**src/rtl/div32_pkg.sv**
```systemverilog
package div32_pkg;
  localparam int unsigned CYC_ZERO         = 4;
  localparam int unsigned CYC_OVF          = 6;
  localparam int unsigned CYC_U_BASE       = 6;
  localparam int unsigned CYC_U_MSB        = 4;
  localparam int unsigned CYC_U_SUB        = 6;
  localparam int unsigned CYC_U_NOSUB      = 8;
  localparam int unsigned CYC_S_BASE       = 12;
  localparam int unsigned CYC_S_NEGDD      = 2;
  localparam int unsigned CYC_S_TAIL       = 6;
  localparam int unsigned CYC_S_NEGDV      = 2;
  localparam int unsigned CYC_S_NEGDD_ONLY = 4;
  localparam int unsigned CYC_S_QBIT       = 2;

  function automatic int unsigned cost_width(input int unsigned qw);
    return $clog2(CYC_U_NOSUB * qw + 32) + 1;
  endfunction

  typedef enum logic [1:0] {
    OUT_WRITE = 2'd0,
    OUT_ZERO  = 2'd1,
    OUT_OVF   = 2'd2
  } outcome_e;
endpackage

```
**src/rtl/div_prescreen.sv**
```systemverilog
module div_prescreen
  import div32_pkg::*;
#(
  parameter int unsigned QW = 16,
  parameter int unsigned CW = 9
) (
  input  logic            signed_mode,
  input  logic [2*QW-1:0] dividend,
  input  logic [QW-1:0]   divisor,
  output logic            is_zero,
  output logic            is_ovf,
  output logic            neg_q,
  output logic            neg_r,
  output logic [2*QW-1:0] mag_dd,
  output logic [QW-1:0]   mag_dv,
  output logic [CW-1:0]   fixed_cost
);
  localparam int unsigned DW = 2 * QW;

  logic          dd_neg, dv_neg, ovf_s, ovf_u;
  logic [DW:0]   lim_pos, lim_neg;

  assign dd_neg = signed_mode & dividend[DW-1];
  assign dv_neg = signed_mode & divisor[QW-1];
  assign neg_q  = dd_neg ^ dv_neg;
  assign neg_r  = dd_neg;

  assign mag_dd = dd_neg ? (~dividend + 1'b1) : dividend;
  assign mag_dv = dv_neg ? (~divisor + 1'b1) : divisor;

  // positive quotient limit: |q| >= 2^(QW-1); negative: |q| >= 2^(QW-1)+1
  assign lim_pos = {2'b00, mag_dv, {(QW-1){1'b0}}};
  assign lim_neg = lim_pos + {{(QW+1){1'b0}}, mag_dv};
  assign ovf_s   = {1'b0, mag_dd} >= (neg_q ? lim_neg : lim_pos);
  assign ovf_u   = dividend[DW-1:QW] >= divisor;

  assign is_zero = (divisor == '0);
  assign is_ovf  = !is_zero && (signed_mode ? ovf_s : ovf_u);

  always_comb begin
    if (is_zero) begin
      fixed_cost = CW'(CYC_ZERO);
    end else if (is_ovf) begin
      fixed_cost = CW'(CYC_OVF);
    end else if (signed_mode) begin
      fixed_cost = CW'(CYC_S_BASE + CYC_S_TAIL);
      if (dd_neg) fixed_cost = fixed_cost + CW'(CYC_S_NEGDD);
      if (dv_neg)      fixed_cost = fixed_cost + CW'(CYC_S_NEGDV);
      else if (dd_neg) fixed_cost = fixed_cost + CW'(CYC_S_NEGDD_ONLY);
    end else begin
      fixed_cost = CW'(CYC_U_BASE);
    end
  end
endmodule

```
**src/rtl/div_restoring.sv**
```systemverilog
module div_restoring
  import div32_pkg::*;
#(
  parameter int unsigned QW = 16,
  parameter int unsigned CW = 9
) (
  input  logic            clk,
  input  logic            rst,
  input  logic            load,
  input  logic            load_ok,
  input  logic [2*QW-1:0] num,
  input  logic [QW-1:0]   den,
  output logic [QW-1:0]   quot,
  output logic [QW-1:0]   rem,
  output logic            fin,
  output logic [CW-1:0]   qcost
);
  localparam int unsigned SW = $clog2(QW + 1);

  logic [QW-1:0] rem_q, num_q, den_q;
  logic [SW-1:0] step;
  logic          running, ok_q;
  logic [QW:0]   trial, diff;
  logic          ge;

  assign trial = {rem_q, num_q[QW-1]};
  assign diff  = trial - {1'b0, den_q};
  assign ge    = trial >= {1'b0, den_q};

  always_ff @(posedge clk) begin
    if (rst) begin
      rem_q   <= '0;
      num_q   <= '0;
      den_q   <= '0;
      step    <= '0;
      running <= 1'b0;
      ok_q    <= 1'b0;
      qcost   <= '0;
    end else if (load) begin
      rem_q   <= num[2*QW-1:QW];
      num_q   <= num[QW-1:0];
      den_q   <= den;
      step    <= '0;
      running <= 1'b1;
      ok_q    <= load_ok;
      qcost   <= '0;
    end else if (running) begin
      rem_q <= ge ? diff[QW-1:0] : trial[QW-1:0];
      num_q <= {num_q[QW-2:0], ge};
      if (ge && step != '0) qcost <= qcost + CW'(CYC_S_QBIT);
      step <= step + 1'b1;
      if (step == SW'(QW - 1)) running <= 1'b0;
    end
  end

  assign quot = num_q;
  assign rem  = rem_q;
  assign fin  = !running && (step == SW'(QW));

  AST_REM_BELOW_DEN: assert property (@(posedge clk) disable iff (rst)
    fin && ok_q |-> rem_q < den_q) else $error("remainder not below divisor");

  AST_STEP_ADVANCE: assert property (@(posedge clk) disable iff (rst)
    running && !load |=> step == $past(step) + 1'b1) else $error("step stalled");
endmodule

```
**src/rtl/div_cost_unsigned.sv**
```systemverilog
module div_cost_unsigned
  import div32_pkg::*;
#(
  parameter int unsigned QW = 16,
  parameter int unsigned CW = 9
) (
  input  logic            clk,
  input  logic            rst,
  input  logic            load,
  input  logic [2*QW-1:0] dividend,
  input  logic [QW-1:0]   divisor,
  output logic [CW-1:0]   cost,
  output logic            fin
);
  localparam int unsigned DW = 2 * QW;
  localparam int unsigned SW = $clog2(QW + 1);

  logic [DW-1:0] work, align, shifted;
  logic [SW-1:0] cnt;
  logic          running;

  assign shifted = {work[DW-2:0], 1'b0};

  always_ff @(posedge clk) begin
    if (rst) begin
      work    <= '0;
      align   <= '0;
      cnt     <= '0;
      running <= 1'b0;
      cost    <= '0;
    end else if (load) begin
      work    <= dividend;
      align   <= {divisor, {QW{1'b0}}};
      cnt     <= '0;
      running <= 1'b1;
      cost    <= '0;
    end else if (running) begin
      if (work[DW-1]) begin
        work <= shifted - align;
        cost <= cost + CW'(CYC_U_MSB);
      end else if (shifted >= align) begin
        work <= shifted - align;
        cost <= cost + CW'(CYC_U_SUB);
      end else begin
        work <= shifted;
        cost <= cost + CW'(CYC_U_NOSUB);
      end
      cnt <= cnt + 1'b1;
      if (cnt == SW'(QW - 2)) running <= 1'b0;
    end
  end

  assign fin = !running && (cnt == SW'(QW - 1));

  AST_COST_BOUND: assert property (@(posedge clk) disable iff (rst)
    cost <= CW'(CYC_U_NOSUB * (QW - 1))) else $error("cost above bound");

  AST_STEP_COST: assert property (@(posedge clk) disable iff (rst)
    running && !load |=> (cost == $past(cost) + CW'(CYC_U_MSB)) ||
                         (cost == $past(cost) + CW'(CYC_U_SUB)) ||
                         (cost == $past(cost) + CW'(CYC_U_NOSUB)))
    else $error("illegal step cost");
endmodule

```
**src/rtl/div32x16_seq.sv**
```systemverilog
module div32x16_seq
  import div32_pkg::*;
#(
  parameter int unsigned QW = 16
) (
  input  logic            clk,
  input  logic            rst,
  input  logic            start,
  input  logic            signed_mode,
  input  logic [2*QW-1:0] dividend,
  input  logic [QW-1:0]   divisor,
  output logic            busy,
  output logic            done,
  output logic            wr_en,
  output logic [2*QW-1:0] result,
  output logic            flag_n,
  output logic            flag_z,
  output logic            flag_v,
  output logic            flag_c,
  output logic            div_zero,
  output logic [cost_width(QW):0] half_cycles
);
  localparam int unsigned DW = 2 * QW;
  localparam int unsigned CW = cost_width(QW);

  logic            accept;
  logic            ps_zero, ps_ovf, ps_negq, ps_negr;
  logic [DW-1:0]   ps_mag_dd;
  logic [QW-1:0]   ps_mag_dv;
  logic [CW-1:0]   ps_fixed;

  logic [QW-1:0]   core_q, core_r;
  logic            core_fin, model_fin;
  logic [CW-1:0]   core_cost, model_cost;

  logic            busy_q, smode_q, negq_q, negr_q;
  outcome_e        kind_q;
  logic [CW-1:0]   fixed_q, elapsed, total;
  logic [DW-1:0]   dd_q;
  logic            ready, finish;
  logic [QW-1:0]   q_fix, r_fix;

  assign accept = start && !busy_q;

  div_prescreen #(.QW(QW), .CW(CW)) u_screen (
    .signed_mode (signed_mode),
    .dividend    (dividend),
    .divisor     (divisor),
    .is_zero     (ps_zero),
    .is_ovf      (ps_ovf),
    .neg_q       (ps_negq),
    .neg_r       (ps_negr),
    .mag_dd      (ps_mag_dd),
    .mag_dv      (ps_mag_dv),
    .fixed_cost  (ps_fixed)
  );

  div_restoring #(.QW(QW), .CW(CW)) u_core (
    .clk     (clk),
    .rst     (rst),
    .load    (accept),
    .load_ok (!ps_zero && !ps_ovf),
    .num     (ps_mag_dd),
    .den     (ps_mag_dv),
    .quot    (core_q),
    .rem     (core_r),
    .fin     (core_fin),
    .qcost   (core_cost)
  );

  div_cost_unsigned #(.QW(QW), .CW(CW)) u_cost (
    .clk      (clk),
    .rst      (rst),
    .load     (accept),
    .dividend (dividend),
    .divisor  (divisor),
    .cost     (model_cost),
    .fin      (model_fin)
  );

  always_comb begin
    if (kind_q != OUT_WRITE) total = fixed_q;
    else if (smode_q)        total = fixed_q + core_cost;
    else                     total = fixed_q + model_cost;
  end

  assign ready  = (kind_q != OUT_WRITE) || (core_fin && (smode_q || model_fin));
  assign finish = busy_q && ready && ((elapsed + 1'b1) == total);

  assign q_fix = negq_q ? (~core_q + 1'b1) : core_q;
  assign r_fix = negr_q ? (~core_r + 1'b1) : core_r;

  always_ff @(posedge clk) begin
    if (rst) begin
      busy_q      <= 1'b0;
      smode_q     <= 1'b0;
      negq_q      <= 1'b0;
      negr_q      <= 1'b0;
      kind_q      <= OUT_WRITE;
      fixed_q     <= '0;
      elapsed     <= '0;
      dd_q        <= '0;
      done        <= 1'b0;
      wr_en       <= 1'b0;
      result      <= '0;
      flag_n      <= 1'b0;
      flag_z      <= 1'b0;
      flag_v      <= 1'b0;
      flag_c      <= 1'b0;
      div_zero    <= 1'b0;
      half_cycles <= '0;
    end else begin
      done  <= 1'b0;
      wr_en <= 1'b0;
      if (accept) begin
        busy_q  <= 1'b1;
        smode_q <= signed_mode;
        negq_q  <= ps_negq;
        negr_q  <= ps_negr;
        kind_q  <= ps_zero ? OUT_ZERO : (ps_ovf ? OUT_OVF : OUT_WRITE);
        fixed_q <= ps_fixed;
        elapsed <= '0;
        dd_q    <= dividend;
      end else if (busy_q) begin
        elapsed <= elapsed + 1'b1;
        if (finish) begin
          busy_q      <= 1'b0;
          done        <= 1'b1;
          half_cycles <= {total, 1'b0};
          flag_c      <= 1'b0;
          unique case (kind_q)
            OUT_ZERO: begin
              result   <= dd_q;
              div_zero <= 1'b1;
              flag_v   <= 1'b0;
              flag_n   <= 1'b0;
              flag_z   <= 1'b0;
            end
            OUT_OVF: begin
              result   <= dd_q;
              div_zero <= 1'b0;
              flag_v   <= 1'b1;
              flag_n   <= 1'b0;
              flag_z   <= 1'b0;
            end
            default: begin
              result   <= {r_fix, q_fix};
              div_zero <= 1'b0;
              wr_en    <= 1'b1;
              flag_v   <= 1'b0;
              flag_n   <= q_fix[QW-1];
              flag_z   <= (q_fix == '0);
            end
          endcase
        end
      end
    end
  end

  assign busy = busy_q;

  AST_DONE_PULSE: assert property (@(posedge clk) disable iff (rst)
    done |=> !done) else $error("done longer than one cycle");

  AST_BUSY_FROM_START: assert property (@(posedge clk) disable iff (rst)
    $rose(busy_q) |-> $past(start)) else $error("busy without start");

  AST_NO_WRITE_ON_FAULT: assert property (@(posedge clk) disable iff (rst)
    done && (flag_v || div_zero) |-> !wr_en) else $error("write on fault");

  AST_CARRY_CLEAR: assert property (@(posedge clk) disable iff (rst)
    done |-> !flag_c) else $error("carry set");

  AST_HALF_EVEN: assert property (@(posedge clk) disable iff (rst)
    done |-> !half_cycles[0]) else $error("odd half-cycle count");

  AST_COMPUTE_IN_TIME: assert property (@(posedge clk) disable iff (rst)
    busy_q && ((elapsed + 1'b1) == total) |-> ready) else $error("latency below compute time");

  AST_RESET_QUIET: assert property (@(posedge clk)
    $past(rst) |-> !busy_q && !done && !wr_en) else $error("not idle after reset");
endmodule

```
**config.mk**
```make
export PLATFORM = sky130hd
export DESIGN_NAME = div32x16_seq
export DESIGN_NICKNAME = d
export VERILOG_FILES = /design/src/rtl/div32_pkg.sv /design/src/rtl/div_prescreen.sv /design/src/rtl/div_restoring.sv /design/src/rtl/div_cost_unsigned.sv /design/src/rtl/div32x16_seq.sv
export SDC_FILE = /design/constraint.sdc
export NUM_CORES = 1
export LEC_CHECK = 0
export CAP_MARGIN = 10
export CORE_UTILIZATION = 50
export DETAILED_ROUTE_END_ITERATION = 8
export PLACE_DENSITY = 0.67
export SYNTH_ARGS = -nofsm -noshare
export SYNTH_HDL_FRONTEND = slang
export SYNTH_SLANG_ARGS = --single-unit
```
**constraint.sdc**
```tcl
create_clock -name clk -period 19.7 [get_ports clk]
set_input_delay 3.94 -clock clk [delete_from_list [all_inputs] [get_ports clk]]
set_output_delay 3.94 -clock clk [all_outputs]
set_load 0.02 [all_outputs]
```
==> impl_metrics.ini <==
[logic_synthesis]
synthXorXnorAreaFrac_pct = 7.232
ys_ff_latch = 220
synth_fa_ha_area_share_pct = 9.168
ys_seq_area_share_pct = 28.86
netlist_top_cells_area = dfxtp_1, ha_1, a21oi_1
synthMuxAreaShare_pct = 4.551
synthCells = 1939
yosysWarnings = 0
syn-cell-area_um2 = 15260
synth-simple-area-share_pct = 20.68
synth_top_family_by_area = compound AO/OA/AOI/OAI gates
synth_edf_count = 0
syn_avg_cell_area_um2 = 7.869
ys.flop_type = dfxtp_1
synth_cell_type_count = 85
synth_compound_area_share_pct = 23.67
async_flop_share_pct = 0
synth_top_cell_by_area = dfxtp_1
synth_top_area_share_pct = 28.86

[timing]
fmax_ghz = 0.1057
worstMarginPinSlew_ps = 1195
setup_violations = 0
finClkSkew_ps = 21.18
fin_tns_setup_ps = 0
relSlewSlack_pct = 19.50
rsz0062_at_grt = no
post-route-period-util_pct = 48.02
final_hold_viol_count = 0
maxSlewViolCount = 0
min_period_ps = 9461

[grt]
grt-ovfl-total = 0
antenna_found_initial = 0
grt_pass1_wl_um = 74950
grt_max_degree = 87
grt_pass1_vias = 13267
gr-usage-all-layers_pct = 30.53

[finish]
drive_gt1_share_pct = 6.599
fin_nets = 2116
fin_area_um2 = 17230
syn2layout_area_growth_pct = 12.93
ff_latch_area_um2 = 4407
fillCellCount = 2821
multi_input_area_um2 = 10020
diodes = 0

[pwr]
combPwrFrac_pct = 33.3
seqPwrFrac_pct = 34.5
power_density_nw_per_um2 = 86.05
p_switching_mw = 0.5354
internal_power_mw = 0.9473
static-leakage-power_nw = 6.501
peakVddDrop_v = 0.00006940
swShare_pct = 36.11
p_clk_share_pct = 32.2

[route]
vias = 14579
drt-initial-drc-count = 1350
wirelength_um = 48360
first_pass_iters = 5
drc = 0
antenna_left = 0
viasPerCell = 6.178
wl_per_cell_um = 20.49

[cts]
ctsResizeCount = 0
cts_inserted_buffers = 26
insertion_delay_ps = 550
hold_buffers = 0
clkTransAtPathRegs_ps = 60
clk_path_buf_depth = 3
cts-root-buf = clkbuf_16
cts_tree = done
clock_sinks = 220
postCtsSetupBuffers = 0
htreeDepth = 1

[worst_setup_path]
path_class = in -> reg
cp-start-kind = input port
required_ps = 20080
cp_max_fo = 8
cp.arrival_ps = 9840
crit_path_end_kind = flop

[floorplanning]
dieHeight_um = 176.7
ios = 102
core-area_um2 = 29800
start_util_pct = 51.21
die_area_um2 = 31220
num_rows = 63
die_w_um = 176.7

[place]
gp_congestion = 0.9520
placed_area_um2 = 16380
hpwl_um = 36000
port_buffers = 98

[run_status]
outcome = finished clean

[worst_hold_path]
hold_path_class = reg -> reg

[flow_run]
maxCapViolCount = 0
[cell usage after synthesis (all sizes together), types with 18 or more instances]
master	count
a31o	23
inv	85
nor4	39
xor2	73
a211oi	47
buf	38
ha	107
a21oi	184
or2	25
a31oi	20
nand4	44
nor3	31
nand3	28
xnor2	53
dfxtp	220
mux2	19
nand2b	24
clkbuf	95
nand2	194
or3	29
mux2i	48
a21o	18
o21ai	113
nor2	149
[final timing paths]
path,cells past startpoint,endpoint,from,slack [ps]
worst max-delay path,19,kind_q[1],divisor[5],10240
worst min-delay path,2,dd_q[1],dd_q[1],460
worst max register to register,10,flag_n,smode_q,15400
worst min register to register,2,dd_q[1],dd_q[1],460
[cells by family after synthesis]
logic type | count (synthesis)
flip-flops | 220
other | 1
adder cells (fa/ha/maj) | 110
buffers and inverters | 222
multiplexers | 67
AND/OR/NAND/NOR | 635
XOR/XNOR | 126
AO/OA/AOI/OAI | 558
[layer usage]
layer	routed length, um	up-vias	GRT usage (%)
met5	0	-	0
met4	1051	0	6.681
met3	3206	63	3.028
met2	21190	518	47.42
met1	22920	6926	45.21
li1	-	7072	-
[cells in the final DEF (no fill, tap or decap), types with 52 or more instances in the layout]
cell type,count
nand2_1,194
xnor2_1,52
inv_1,85
xor2_1,72
a21oi_1,184
nor2_1,148
o21ai_0,111
dfxtp_1,218
clkdlybuf4s50_1,97
ha_1,106
[cell type report]
cell class                 count  share of cell area [%]
inverter                      89                   1.939
clock inverter                 7                  0.4647
timing repair buffer         118                   6.550
multi-input combinational   1499                   58.16
sequential                   220                   25.57
tap                          390                   2.832
clock buffer                  37                   4.480
[metrics by stage]
step | std cells | hold slack (ps) | power [mW] | setup WS (ps) | util (%)
after CTS | 2360 | 455.9 | 1.477 | 10260 | 57.83
final | 2360 | 456.9 | 1.483 | 10240 | 57.83
after global routing | 2360 | 473.9 | 1.558 | 9914 | 57.83
after detailed placement | 2316 | 447.6 | 1.000 | 9714 | 54.97
after floorplan | 1941 | 436.0 | 0.8648 | 10690 | -
after global placement | 2316 | 442.4 | 0.9924 | 9854 | 54.97
[sequential cells by signal, summed over array words and instances, names as in the netlist, 2 cells and up]
register / count
dd_q: 32
result: 32
u_cost.work: 32
u_core.den_q: 16
u_core.quot: 16
u_core.rem: 16
u_cost.align: 15
elapsed: 9
half_cycles: 8
u_core.qcost: 8
u_cost.cost: 8
u_core.step: 5
u_cost.cnt: 5
fixed_q: 4
kind_q: 2
[worst max-delay path: stages]
cell and delay, ps:
clkdlybuf4s50_1 560, or3_1 470, or4_1 550, or4_1 440
o21ai_0 160, and2_1 250, ha_1 200, or3b_2 490
or4_1 540, nor3_1 210, xor2_1 180, ha_1 260
a21o_1 170, a21o_1 170, a21o_1 160, a21oi_1 160
o21bai_1 80, a221oi_1 670, o22ai_1 180
[power by group through the flow]
stage | Clock (mW) | Sequential, mW | Combinational [mW]
2_1_floorplan | 0 | 0.504 | 0.361
3_3_place_gp | 0 | 0.518 | 0.474
3_5_place_dp | 0 | 0.519 | 0.481
4_1_cts | 0.484 | 0.510 | 0.483
5_1_grt | 0.503 | 0.515 | 0.541
6_report | 0.478 | 0.511 | 0.493
Note: power is estimated with default switching activity, not from simulation.
